===== config.mk =====
export PLATFORM = sky130hd
export DESIGN_NAME = cdma_target
export DESIGN_NICKNAME = d
export VERILOG_FILES = /design/src/rtl/cdma_pkg.sv /design/src/rtl/cdma_ctrl_reg.sv /design/src/rtl/cdma_req_grant.sv /design/src/rtl/cdma_cycle_decode.sv /design/src/rtl/cdma_target.sv
export SDC_FILE = /design/constraint.sdc
export NUM_CORES = 1
export LEC_CHECK = 0
export ABC_AREA = 1
export ABC_CLOCK_PERIOD_IN_PS = 1200
export BUFFER_PORTS_ARGS = -buffer_cell sky130_fd_sc_hd__buf_2
export CAP_MARGIN = 40
export CORE_MARGIN = 1
export CORE_UTILIZATION = 32
export CTS_CLUSTER_SIZE = 16
export DETAILED_ROUTE_END_ITERATION = 10
export GPL_TIMING_DRIVEN = 0
export PLACE_DENSITY_LB_ADDON = 0.1
export SYNTH_ARGS = -nofsm -noshare
export SYNTH_HDL_FRONTEND = slang
export SYNTH_SLANG_ARGS = --single-unit

===== constraint.sdc =====
create_clock -name clk -period 1.2 [get_ports clk]
set_clock_uncertainty 0.05 [all_clocks]
set_input_delay 0.06 -clock clk [delete_from_list [all_inputs] [get_ports clk]]
set_output_delay 0.06 -clock clk [all_outputs]
set_load 0.02 [all_outputs]

===== src/rtl/cdma_pkg.sv =====
// Package: shared constants and the cycle classification type for the
// centralized DMA target. Assumes an 8-bit I/O offset and a 3-bit channel.
package cdma_pkg;
    localparam int CHAN_W = 3;
    localparam int ADDR_W = 8;
    localparam int DATA_W = 32;
    localparam int BE_W   = 2;

    typedef enum logic [2:0] {
        CYC_NONE      = 3'd0,
        CYC_NORMAL    = 3'd1,
        CYC_NORMAL_TC = 3'd2,
        CYC_VERIFY    = 3'd3,
        CYC_VERIFY_TC = 3'd4
    } cyc_kind_e;
endpackage


===== src/rtl/cdma_ctrl_reg.sv =====
// Control register: holds the slot request enable and the channel field.
// Assumes one write port with no byte enables. The global enable bit is
// hardwired from HAS_DMA and cannot be written.
module cdma_ctrl_reg #(
    parameter int DATA_W     = 32,
    parameter int CHAN_W     = 3,
    parameter int REQ_EN_BIT = 19,
    parameter int CHAN_LSB   = 16,
    parameter int GLB_EN_BIT = 3,
    parameter bit HAS_DMA    = 1'b1
) (
    input  logic              clk,
    input  logic              rst_n,
    input  logic              wr_en,
    input  logic [DATA_W-1:0] wr_data,
    output logic [DATA_W-1:0] rd_data,
    output logic              req_en,
    output logic              glb_en,
    output logic [CHAN_W-1:0] chan
);
    localparam logic [DATA_W-1:0] ONE      = {{(DATA_W-1){1'b0}}, 1'b1};
    localparam logic [DATA_W-1:0] CHAN_MSK = ((ONE << CHAN_W) - ONE) << CHAN_LSB;
    localparam logic [DATA_W-1:0] WR_MASK  = CHAN_MSK | (ONE << REQ_EN_BIT);
    localparam logic [DATA_W-1:0] GLB_VAL  = HAS_DMA ? (ONE << GLB_EN_BIT) : '0;

    logic [DATA_W-1:0] cfg_q;

    // Store the writable fields; everything else is held at zero.
    always_ff @(posedge clk) begin
        if (!rst_n)
            cfg_q <= '0;
        else if (wr_en)
            cfg_q <= wr_data & WR_MASK;
    end

    assign rd_data = cfg_q | GLB_VAL;
    assign req_en  = rd_data[REQ_EN_BIT];
    assign glb_en  = rd_data[GLB_EN_BIT];
    assign chan    = rd_data[CHAN_LSB +: CHAN_W];
endmodule


===== src/rtl/cdma_req_grant.sv =====
// Request and grant tracking. It registers the request toward the central
// controller and holds the granted state. Assumes grants are one-cycle
// pulses. Clearing has priority over a new grant.
module cdma_req_grant #(
    parameter int CHAN_W = 3
) (
    input  logic              clk,
    input  logic              rst_n,
    input  logic              card_dreq,
    input  logic              req_en,
    input  logic              glb_en,
    input  logic              chan_ok,
    input  logic [CHAN_W-1:0] chan,
    input  logic              gnt_valid,
    input  logic [CHAN_W-1:0] gnt_chan,
    input  logic              tc_done,
    output logic              dma_req,
    output logic              granted
);
    logic gnt_hit;
    assign gnt_hit = gnt_valid && dma_req && (gnt_chan == chan);

    // Forward the card request when the slot is enabled and the channel is legal.
    always_ff @(posedge clk) begin
        if (!rst_n)
            dma_req <= 1'b0;
        else
            dma_req <= card_dreq && req_en && glb_en && chan_ok;
    end

    // Hold the grant until terminal count or until the request drops.
    always_ff @(posedge clk) begin
        if (!rst_n)
            granted <= 1'b0;
        else if (!card_dreq || tc_done)
            granted <= 1'b0;
        else if (gnt_hit)
            granted <= 1'b1;
    end
endmodule


===== src/rtl/cdma_cycle_decode.sv =====
// Cycle decoder: matches the four fixed DMA offsets, classifies the access
// and issues registered one-clock acknowledge and card strobes. Assumes each
// access is presented for exactly one clock.
module cdma_cycle_decode
    import cdma_pkg::*;
#(
    parameter int              ADDR_W     = 8,
    parameter int              BE_W       = 2,
    parameter logic [ADDR_W-1:0] OFS_NORM    = 8'h00,
    parameter logic [ADDR_W-1:0] OFS_NORM_TC = 8'h04,
    parameter logic [ADDR_W-1:0] OFS_VER     = 8'hC0,
    parameter logic [ADDR_W-1:0] OFS_VER_TC  = 8'hC4
) (
    input  logic              clk,
    input  logic              rst_n,
    input  logic              io_valid,
    input  logic              io_write,
    input  logic [ADDR_W-1:0] io_addr,
    input  logic              granted,
    input  logic              card_dreq,
    input  logic              chan_ok,
    input  logic              wide,
    output logic              tc_done,
    output logic              io_ack,
    output logic              card_strobe,
    output logic              card_tc,
    output logic              cyc_verify,
    output logic [BE_W-1:0]   byte_en
);
    cyc_kind_e kind;
    logic      claim;
    logic      is_tc;
    logic      is_ver;
    logic [BE_W-1:0] lanes;

    // Classify the offset; verify offsets accept reads only.
    always_comb begin
        kind = CYC_NONE;
        unique case (io_addr)
            OFS_NORM:    kind = CYC_NORMAL;
            OFS_NORM_TC: kind = CYC_NORMAL_TC;
            OFS_VER:     kind = io_write ? CYC_NONE : CYC_VERIFY;
            OFS_VER_TC:  kind = io_write ? CYC_NONE : CYC_VERIFY_TC;
            default:     kind = CYC_NONE;
        endcase
    end

    assign is_tc   = (kind == CYC_NORMAL_TC) || (kind == CYC_VERIFY_TC);
    assign is_ver  = (kind == CYC_VERIFY) || (kind == CYC_VERIFY_TC);
    assign claim   = io_valid && granted && card_dreq && chan_ok && (kind != CYC_NONE);
    assign tc_done = claim && is_tc;

    // Lane mask: the lowest byte for narrow transfers, all lanes for wide ones.
    generate
        if (BE_W > 1) begin : g_multi
            assign lanes = wide ? {BE_W{1'b1}} : {{(BE_W-1){1'b0}}, 1'b1};
        end else begin : g_single
            assign lanes = 1'b1;
        end
    endgenerate

    // Register the one-clock response toward the bus and the card.
    always_ff @(posedge clk) begin
        if (!rst_n) begin
            io_ack      <= 1'b0;
            card_strobe <= 1'b0;
            card_tc     <= 1'b0;
            cyc_verify  <= 1'b0;
            byte_en     <= '0;
        end else begin
            io_ack      <= claim;
            card_strobe <= claim;
            card_tc     <= claim && is_tc;
            cyc_verify  <= claim && is_ver;
            byte_en     <= claim ? lanes : '0;
        end
    end
endmodule


===== src/rtl/cdma_target.sv =====
// Top of the centralized DMA target: control register, request/grant
// tracking and cycle decoder. Assumes a single card slot and that the
// central controller drives all DMA sequencing.
module cdma_target
    import cdma_pkg::*;
#(
    parameter logic [CHAN_W-1:0] UNUSED_CHAN = 3'd4
) (
    input  logic              clk,
    input  logic              rst_n,
    input  logic              cfg_wr_en,
    input  logic [DATA_W-1:0] cfg_wr_data,
    output logic [DATA_W-1:0] cfg_rd_data,
    input  logic              card_dreq,
    output logic              dma_req,
    input  logic              gnt_valid,
    input  logic [CHAN_W-1:0] gnt_chan,
    input  logic              io_valid,
    input  logic              io_write,
    input  logic [ADDR_W-1:0] io_addr,
    output logic              io_ack,
    output logic              card_strobe,
    output logic              card_tc,
    output logic              cyc_verify,
    output logic              xfer_wide,
    output logic [BE_W-1:0]   byte_en
);
    logic              req_en;
    logic              glb_en;
    logic [CHAN_W-1:0] chan;
    logic              chan_ok;
    logic              granted;
    logic              tc_done;

    assign chan_ok   = (chan != UNUSED_CHAN);
    assign xfer_wide = chan[CHAN_W-1];

    cdma_ctrl_reg #(.DATA_W(DATA_W), .CHAN_W(CHAN_W)) u_reg (
        .clk     (clk),
        .rst_n   (rst_n),
        .wr_en   (cfg_wr_en),
        .wr_data (cfg_wr_data),
        .rd_data (cfg_rd_data),
        .req_en  (req_en),
        .glb_en  (glb_en),
        .chan    (chan)
    );

    cdma_req_grant #(.CHAN_W(CHAN_W)) u_rg (
        .clk       (clk),
        .rst_n     (rst_n),
        .card_dreq (card_dreq),
        .req_en    (req_en),
        .glb_en    (glb_en),
        .chan_ok   (chan_ok),
        .chan      (chan),
        .gnt_valid (gnt_valid),
        .gnt_chan  (gnt_chan),
        .tc_done   (tc_done),
        .dma_req   (dma_req),
        .granted   (granted)
    );

    cdma_cycle_decode #(.ADDR_W(ADDR_W), .BE_W(BE_W)) u_dec (
        .clk         (clk),
        .rst_n       (rst_n),
        .io_valid    (io_valid),
        .io_write    (io_write),
        .io_addr     (io_addr),
        .granted     (granted),
        .card_dreq   (card_dreq),
        .chan_ok     (chan_ok),
        .wide        (xfer_wide),
        .tc_done     (tc_done),
        .io_ack      (io_ack),
        .card_strobe (card_strobe),
        .card_tc     (card_tc),
        .cyc_verify  (cyc_verify),
        .byte_en     (byte_en)
    );
endmodule


======== After elaboration in Yosys (flattened, before gate mapping) ========
Index checks and enable logic that the tools add are counted.
W data, S select, Z words.
operators by class
  eq/ne operators ......................... 8
  multiplexer cells ....................... 4
  bitwise gates (word level) .............. 1
  reduce and logical (&&, ||, !) cells .... 18
operators by type and width
  kind                  count
  $eq A8 B8 Y1 const B  2
  $pmux W3 S4           1
  $logic_and A1 B1 Y1   10
  $eq A8 B3 Y1 const B  1
  $logic_not A8 Y1      1
  $eq A3 B2 Y1 const B  2
  $mux W2               2
  $eq A3 B3 Y1          1
  $eq A3 B3 Y1 const B  1
  $logic_or A1 B1 Y1    3
  $mux W3               1
  $ne A3 B3 Y1 const B  1
  $reduce_bool A3 Y1    1
  $reduce_and A2 Y1     1
  $reduce_or A2 Y1      1
  $logic_not A1 Y1      1
  $not A1 Y1            1
storage, ports and cells
  bits in registers ....................... 11
  bits of input ports ..................... 50
  output and inout port bits .............. 40
  word-level logic and storage cells ...... 38

======== Longest topological paths before layout ========
Gate-level depths: netlist (run 1).
  depth in word-level cells ............... 7
  mapped depth ............................ 8
  mapped depth without buffers ............ 8

======== By module ========
A second synthesis (run 1) with hierarchy kept.
unflattened totals
  cells, all modules ...................... 123
  area total of the unflattened synthesis .. 819.5 µm²
by module, submodules not included
  module             times used  cells each  area each (µm²)  sequential area each (µm²)
  cdma_ctrl_reg      1           60          421.7            80.1
  cdma_cycle_decode  1           34          246.5            100.1
  cdma_req_grant     1           27          143.9            40.0
  cdma_target        1           2           7.5              0.0

======== Worst setup path after synthesis (run 1) ========
OpenSTA, ideal clock, no wires.
  kind .................................... register to register
  from .................................... register u_reg.cfg_q[18]
  to ...................................... register u_dec.byte_en[1]
  setup time .............................. 0.115 ns
  arrival time ............................ 0.979 ns
  data required time ...................... 1.035 ns
  path slack .............................. 0.057 ns
  stages on the path, launching flop included .. 6
  path buffers ............................ 0
  period minus slack after synthesis ...... 1.143 ns
  path through ............................ dfxtp_1 inv_1 nor3_1 nor2_1 nand3_2 nor2_1
on the way
  longest elaborated chain between the ends .. 4
  elaborated cells between the ends (all ways) .. 5
  those cells by class .................... eq/ne: 1; mux: 1; reduce/logical: 3
RTL lines
  what                                RTL line                 text
  from (decl)                         cdma_ctrl_reg.sv:26      logic [DATA_W-1:0] cfg_q;
  from (signal assigned)              cdma_ctrl_reg.sv:33      cfg_q <= wr_data & WR_MASK;
  $ne A3 B3 Y1                        cdma_target.sv:35        assign chan_ok = (chan != UNUSED_CHAN);
  $logic_and A1 B1 Y1 (2 in series)   cdma_cycle_decode.sv:50  assign claim = io_valid && granted && card_dreq && chan_ok && (kind != CYC_NONE);
  $reduce_and A2 Y1 (no source line)  --
  to (signal assigned)                cdma_cycle_decode.sv:75  byte_en <= claim ? lanes : '0;
  to (decl)                           cdma_cycle_decode.sv:28  output logic [BE_W-1:0] byte_en
Several ways; a longest one is shown, not always the timed one.
A chain may end at the register's enable or synchronous reset.

======== Final worst setup path (run 1) ========
  from .................................... register u_reg.cfg_q[18]
  to ...................................... register u_dec.cyc_verify
on the way
  longest elaborated chain between the ends .. 4
RTL lines
  what                               RTL line                 text
  $ne A3 B3 Y1                       cdma_target.sv:35
  $logic_and A1 B1 Y1 (2 in series)  cdma_cycle_decode.sv:50
  $logic_and A1 B1 Y1                cdma_cycle_decode.sv:74  cyc_verify <= claim && is_ver;
  to (signal assigned)               cdma_cycle_decode.sv:74
  to (decl)                          cdma_cycle_decode.sv:27  output logic cyc_verify,
No other way between the ends.

==> metrics.md, run 1 <==
| Metric | Value |
|---|---|
| Clock root buffer | clkbuf_4 |
| DP Worst Slack | 83.4 ps |
| Slew Limit Fails | 0 |
| Number of library cell types mapped by synthesis | 14 |
| DP HPWL | 1.17 mm |
| Via density | 3.51 |
| Die W | 50.0 um |
| Diode count | 0 |
| Setup TNS | 0 ps |
| Maximum clock frequency | 893 MHz |
| Clock Latency Late Sink | 260 ps |
| IO Port Bufs | 33 |
| Initial drt markers | 4 |
| Crit path capture type | register |
| Crit path largest cell delay | 360 ps |
| FP Rows | 17 |
| H-tree depth | 1 |
| Initial antenna violation count | 0 |
| RePlAce Congestion | 0.764 |
| Finished Layout Cells | 197 |
| Cells along the critical path | inv_1, nor3_1, nor2_1, nand3_2, nor2_1 |
| Avg Inst Size Synth | 7.03 um^2 |
| Peak supply drop | 0.361 mV |
| Layout cells sized above 1 | 42.6% |
| Vias in the first global route | 530 |
| First-pass GRT wire length | 2.06 mm |
| Clock Path Buffers | 2 |
| Final hold violations | 0 |
| Outcome | completed |
| Gate Count Post-Synth | 105 |
| Area of the core | 0.00219 mm^2 |
| TritonRoute pass-1 iters | 4 |
| Cell mode on critical path | nor2_1 |
| Arr. time, crit path | 1230 ps |
| Min-Delay Path Class | in -> reg |
| Post-route ant nets | 0 |
| # setup viols final | 0 |
| Power Density | 843 mW/mm^2 |
| Via Count | 692 |
| Sequential fraction of the synthesis area | 29.8% |
| TritonCTS clock tree | yes |
| Num ports | 90 |
| Max cap viols | 0 |
| CP max FO | 5 |
| Synthesis-to-finish area growth | 45.4% |
| Final wirelength | 1.34 mm |
| Final worst path period need | 1120 ps |
| CP Data Required Time | 1310 ps |
| Die area | 0.00250 mm^2 |
| CTS Buf Count | 3 |
| Slowest stage cell, crit path | dfxtp_1 |
| GRT Total Usage | 11.0% |
| Setup bufs post-CTS | 0 |
| # DRC | 0 |
| Final period util | 93.3% |
| Die H | 50.0 um |
| CP Launch Type | register |
| CTS clk-pin slew, worst paths | 60 ps |
| RSZ-0062 raised after global routing | no |
| Leakage power | 0.661 nW |
| YS warnings | 0 |
| WL/cell | 6.81 um |
| Nets | 220 |
| Yosys reg bits | 11 |
| Filler cells | 247 |
| Post-Syn Area | 738 um^2 |
| Initial Util | 33.7% |
| Pin count of the biggest net entering global routing | 9 |
| Placed Cells | 192 |
| Sink Count | 11 |
| Overflow after GRT | 0 |
| Setup WS post-layout | 80.4 ps |
| Kind of critical path | reg -> reg |
| Min Hold Slack | 19.5 ps |
## cells by family (layout without fill, tap and decap cells)
kind of cell,count (synthesis),in the layout,share of synthesized area (%)
buffers and inverters,48,86,40.2
AND/OR/NAND/NOR,32,32,19.8
AO/OA/AOI/OAI,12,12,9.15
flip-flops,11,11,29.8
other,2,28,1.02
## report_power, final
part	leakage [nW]	internal, mW	switching (mW)	total (mW)
Sequential	0.0900	0.376	0.00786	0.384
Combinational	0.556	0.117	0.155	0.272
Clock	0.0150	0.128	0.121	0.249
## state kept, by name, summed over array words and instances (netlist names)
register / cells
u_reg.cfg_q: 4
u_dec.cyc_verify: 1
u_dec.byte_en: 2
u_dec.card_tc: 1
u_rg.dma_req: 1
u_rg.granted: 1
u_dec.io_ack: 1
## metrics by stage
step                area (um^2)  utilization, %  power (mW)
floorplan                   836               -       0.599
global placement           1040            47.3       0.654
detailed placement         1040            47.3       0.658
CTS                        1070            48.9       0.913
global route               1070            49.0       0.967
finish                     1070            49.0       0.905
## per-layer routing
| layer | wire (um) | track usage, % | part of all wire [%] | vias to the layer above |
|---|---|---|---|---|
| met5 | 0 | 0 | 0 | - |
| met4 | 0 | 8.57 | 0 | 0 |
| met3 | 99 | 1.85 | 7.4 | 0 |
| met2 | 680 | 17.1 | 51 | 32 |
| met1 | 561 | 13.3 | 42 | 272 |
| li1 | - | - | - | 388 |
## cells in the final DEF (no fill, tap or decap), drive strengths merged
master	netlist	layout
o21ai	5	5
dlygate4sd3	0	1
clkbuf	0	4
inv	17	17
a21oi	6	6
nand2	14	14
dfxtp	11	11
nor3	2	2
buf	31	64
nor2	10	10
a22oi	1	1
or3b	1	1
nand3	5	5
conb	2	28
## worst max-delay path: cells and delay by family (launching register included)
family | cells | cell delay (ps)
flip-flops | 1 | 360
AND/OR/NAND/NOR | 4 | 520
buffers and inverters | 1 | 90
## cell type report
type	instances	area (um^2)	area share, %
timing repair buffer	34	175	16.3
buffer	31	233	21.7
tap	28	35.0	3.26
clock buffer	4	26.3	2.45
inverter	17	63.8	5.94
multi-input combinational	72	319	29.7
sequential	11	221	20.6
## Yosys cell counts
library cell  number  area [um^2]
buf_4             31          233
inv_1             17         63.8
nand3_2            2         20.0
nand3_1            3         15.0
nor3_1             2         10.0
nor2_1             9         33.8
a21oi_1            6         30.0
o21ai_0            5         25.0
conb_1             2         7.51
or3b_1             1         8.76
a22oi_2            1         12.5
dfxtp_1           11          220
nand2_1           14         52.6
nor2_2             1         6.26
## path summary, 6_finish.rpt
check	start	endpoint	slack [ps]	depth (start not counted)
min	io_addr[3]	u_dec.cyc_verify	20	3
max	u_reg.cfg_q[18]	u_dec.cyc_verify	80	5
max reg2reg	u_reg.cfg_q[18]	u_dec.cyc_verify	80	5
min reg2reg	u_reg.cfg_q[19]	u_rg.dma_req	430	2
## what timing repair did
| item | in CTS | in global routing |
|---|---|---|
| setup endpoints to repair | 0 | 1 |
| hold endpoints to repair | 1 | 0 |
| resized for setup | 0 | 1 |
| hold buffers | 1 | 0 |
No activity file was read; power rests on OpenSTA's default activity.
==> run 2: changes to the inputs <==
- CORE_UTILIZATION: 32 -> 34
- SYNTH_HIERARCHICAL: unset -> 1
==> metrics.md, run 2 <==
| Metric | Value |
|---|---|
| Clock Path Buffers | 2 (unchanged) |
| Final worst path period need | 1150 ps (was 1120 ps) |
| Top flop regs | u_reg/cfg_q x4, u_dec/byte_en x2 (was u_reg.cfg_q x4, u_dec.byte_en x2) |
| Sequential Area | 226 um^2 (was 221 um^2) |
| Switch Pwr | 285 uW (was 284 uW) |
| Pin count of the biggest net entering global routing | 9 (unchanged) |
| Maximum clock frequency | 873 MHz (was 893 MHz) |
| Slew Limit Fails | 0 (unchanged) |
| Die area | 0.00261 mm^2 (was 0.00250 mm^2) |
| Area of the core | 0.00223 mm^2 (was 0.00219 mm^2) |
| R2r setup slk | 50 ps (was 80 ps) |
| Area contributors post-synth | buf_4, dfxtp_1, nand2_1 (was buf_4, dfxtp_1, inv_1) |
| Slowest stage cell, crit path | dfxtp_4 (was dfxtp_1) |
| Clock root buffer | clkbuf_4 (unchanged) |
| Cell Int Power | 646 uW (was 621 uW) |
| Outcome | completed (unchanged) |
| Max FFs per register | 4 (unchanged) |
| WL/cell | 6.26 um (was 6.81 um) |
| CP Data Required Time | 1300 ps (was 1310 ps) |
| Die H | 51.1 um (was 50.0 um) |
| Fin util | 53.6% (was 49.0%) |
| Initial Util | 36.7% (was 33.7%) |
| Cell mode on critical path | nand2_1 (was nor2_1) |
| WP buf/inv | 0 (was 1) |
| Peak supply drop | 0.344 mV (was 0.361 mV) |
| Nets | 242 (was 220) |
| Sink Count | 11 (unchanged) |
| Gate Count Post-Synth | 123 (was 105) |
| Clock network power share | 25.6% (was 27.6%) |
| DP Worst Slack | 5.34 ps (was 83.4 ps) |
| EDFF count, synth | 0 (unchanged) |
| Hold path startpoint | rst_n (was io_addr[3]) |
| Max cap viols | 0 (unchanged) |
| FP Rows | 17 (unchanged) |
| Synthesis-to-finish area growth | 46.0% (was 45.4%) |
| Min-Delay Path Class | in -> reg (unchanged) |
| Seq pwr share | 41.6% (was 42.4%) |
| IO Port Bufs | 32 (was 33) |
| Crit path capture type | register (unchanged) |
| Diode count | 0 (unchanged) |
| Final wirelength | 1.37 mm (was 1.34 mm) |
| Cell accounting for the most synthesized area | buf_4 (unchanged) |
| Via Count | 783 (was 692) |
| Num ports | 90 (unchanged) |
| Avg Inst Size Synth | 6.66 um^2 (was 7.03 um^2) |
| Post-Syn Area | 820 um^2 (was 738 um^2) |
| Most frequent cell after synthesis | buf_4 (unchanged) |
| Vias in the first global route | 607 (was 530) |
| Hold-critical path depth | 3 (unchanged) |
| R2R Path End | u_rg/granted (was u_dec.cyc_verify) |
| Reg2reg path depth | 8 (was 5) |
| Largest Register | u_reg/cfg_q (was u_reg.cfg_q) |
| Async SR Flop Fraction | 0% (unchanged) |
| RePlAce Congestion | 0.686 (was 0.764) |
| Setup WS post-layout | 54.7 ps (was 80.4 ps) |
| CP max FO | 5 (unchanged) |
| Via density | 3.58 (was 3.51) |
| Yosys top cell area share | 31.1% (was 31.5%) |
| Post-synth top cells | buf_4, nand2_1, nor2_1 (was buf_4, inv_1, nand2_1) |
| H-tree depth | 1 (unchanged) |
| Placed Cells | 210 (was 192) |
| Overflow after GRT | 0 (unchanged) |
| CTS clk-pin slew, worst paths | 70 ps (was 60 ps) |
| DP HPWL | 1.16 mm (was 1.17 mm) |
| Initial antenna violation count | 0 (unchanged) |
| YS warnings | 6 (was 0) |
| GRT Total Usage | 10.9% (was 11.0%) |
| Arr. time, crit path | 1250 ps (was 1230 ps) |
| Sequential fraction of the synthesis area | 26.9% (was 29.8%) |
| Number of library cell types mapped by synthesis | 15 (was 14) |
| Commonest non-fill, non-tap cell in the layout | buf_4 (was buf_2) |
| TritonCTS clock tree | yes (unchanged) |
| Die W | 51.1 um (was 50.0 um) |
| Clock Latency Late Sink | 260 ps (about the same) |
| Reg-to-Reg Start | u_reg/cfg_q[17] (was u_reg.cfg_q[18]) |
| Most used flip-flop cell after synthesis | dfxtp_1 (unchanged) |
| TritonRoute pass-1 iters | 3 (was 4) |
| Worst Hold Endpoint | u_reg/cfg_q[16] (was u_dec.cyc_verify) |
| Crit path largest cell delay | 370 ps (was 360 ps) |
| CTS Buf Count | 3 (unchanged) |
| Setup TNS | 0 ps (unchanged) |
| CP Launch Type | register (unchanged) |
| Switch share | 30.6% (was 31.3%) |
| Finished Layout Cells | 219 (was 197) |
| Filler cells | 239 (was 247) |
| Final period util | 95.4% (was 93.3%) |
| CP delay by family, top | simple AND/OR/NAND/NOR gates (unchanged) |
| Final hold violations | 0 (unchanged) |
| Cells along the critical path | nor2_2, nand2_1, nand2_1, nor2_2, nand2_1, nor2_1, nand3b_1, a21oi_2 (was inv_1, nor3_1, nor2_1, nand3_2, nor2_1) |
| Power Density | 778 mW/mm^2 (was 843 mW/mm^2) |
| Most frequent cells in the layout | buf_4, buf_2, conb_1 (was buf_2, buf_4, conb_1) |
| # setup viols final | 0 (unchanged) |
| Yosys reg bits | 11 (unchanged) |
| RSZ-0062 raised after global routing | yes (was no) |
| Layout cells sized above 1 | 44.0% (was 42.6%) |
| Kind of critical path | reg -> reg (unchanged) |
| # DRC | 0 (unchanged) |
| Leakage power | 0.745 nW (was 0.661 nW) |
| Multi-input gate area | 375 um^2 (was 319 um^2) |
| Initial drt markers | 3 (was 4) |
| First-pass GRT wire length | 2.14 mm (was 2.06 mm) |
| Post-route ant nets | 0 (unchanged) |
| Min Hold Slack | 25.6 ps (was 19.5 ps) |
| Comb pwr share | 32.8% (was 30.0%) |
==> run 2: power by group through the flow <==
stage / clock network (mW) / registers (mW) / logic [mW]
floorplan: 0 / 0.396 / 0.227
CTS: 0.253 / 0.387 / 0.292
global route: 0.264 / 0.389 / 0.336
finish: 0.239 / 0.387 / 0.305
global placement: 0 / 0.394 / 0.283
detailed placement: 0 / 0.395 / 0.286
==> run 2: per-layer routing <==
metal | routed length [um] | GRT usage (%) | up-vias
met1 | 551 | 10.8 | 316
met4 | 27 | 8.33 | 0
li1 | - | - | 433
met3 | 95 | 2.08 | 2
met2 | 697 | 20.0 | 32
met5 | 0 | 0 | -
==> run 2: final cells by class <==
cell class                      count  area share [%]
Clock buffer                        4            2.20
Inverter                           17            5.33
Sequential cell                    11            18.9
Timing Repair Buffer               37            16.9
Buffer                             35            22.3
Multi-Input combinational cell     87            31.4
Tap cell                           28            2.93
==> run 2: timing repair <==
item                                    in CTS  in global routing
hold buffers                                 2                  0
pin swaps                                    0                  1
gates resized for setup                      1                  5
hold endpoints to repair                     5                  0
buffers inserted                             0                  3
endpoints found under the setup margin       1                  3
==> run 2: kinds of logic after synthesis <==
| kind of cell | after synthesis | share of synthesized area (%) |
|---|---|---|
| AOI/OAI and AO/OA | 3 | 3.66 |
| buffers and inverters | 52 | 40.3 |
| DFF | 11 | 26.9 |
| other | 2 | 0.916 |
| and+or+nand+nor | 55 | 28.2 |
==> run 2: metrics by stage <==
stage	instance area [um^2]	power (mW)
detailed placement	1120	0.681
global placement	1120	0.678
floorplan	921	0.623
finish	1200	0.931
global route	1200	0.990
CTS	1160	0.932
==> run 2: worst reg2reg max path: stages, from the launching register on <==
cell,delay [ps]
dfxtp_4,370
nor2_2,40
nand2_1,70
nand2_1,60
nor2_2,140
nand2_1,70
nor2_1,70
nand3b_1,130
a21oi_2,40
==> run 2: worst max path at each step <==
stage	from	slack [ps]	depth (start not counted)	to
2_1_floorplan	u_reg/cfg_q[18]	50	7	u_rg/granted
3_3_place_gp	u_reg/cfg_q[17]	20	8	u_rg/granted
3_5_place_dp	u_reg/cfg_q[17]	5	8	u_rg/granted
4_1_cts	u_reg/cfg_q[16]	30	8	u_rg/granted
5_1_grt	u_reg/cfg_q[17]	-80	8	u_rg/granted
6_report	u_reg/cfg_q[17]	50	8	u_rg/granted
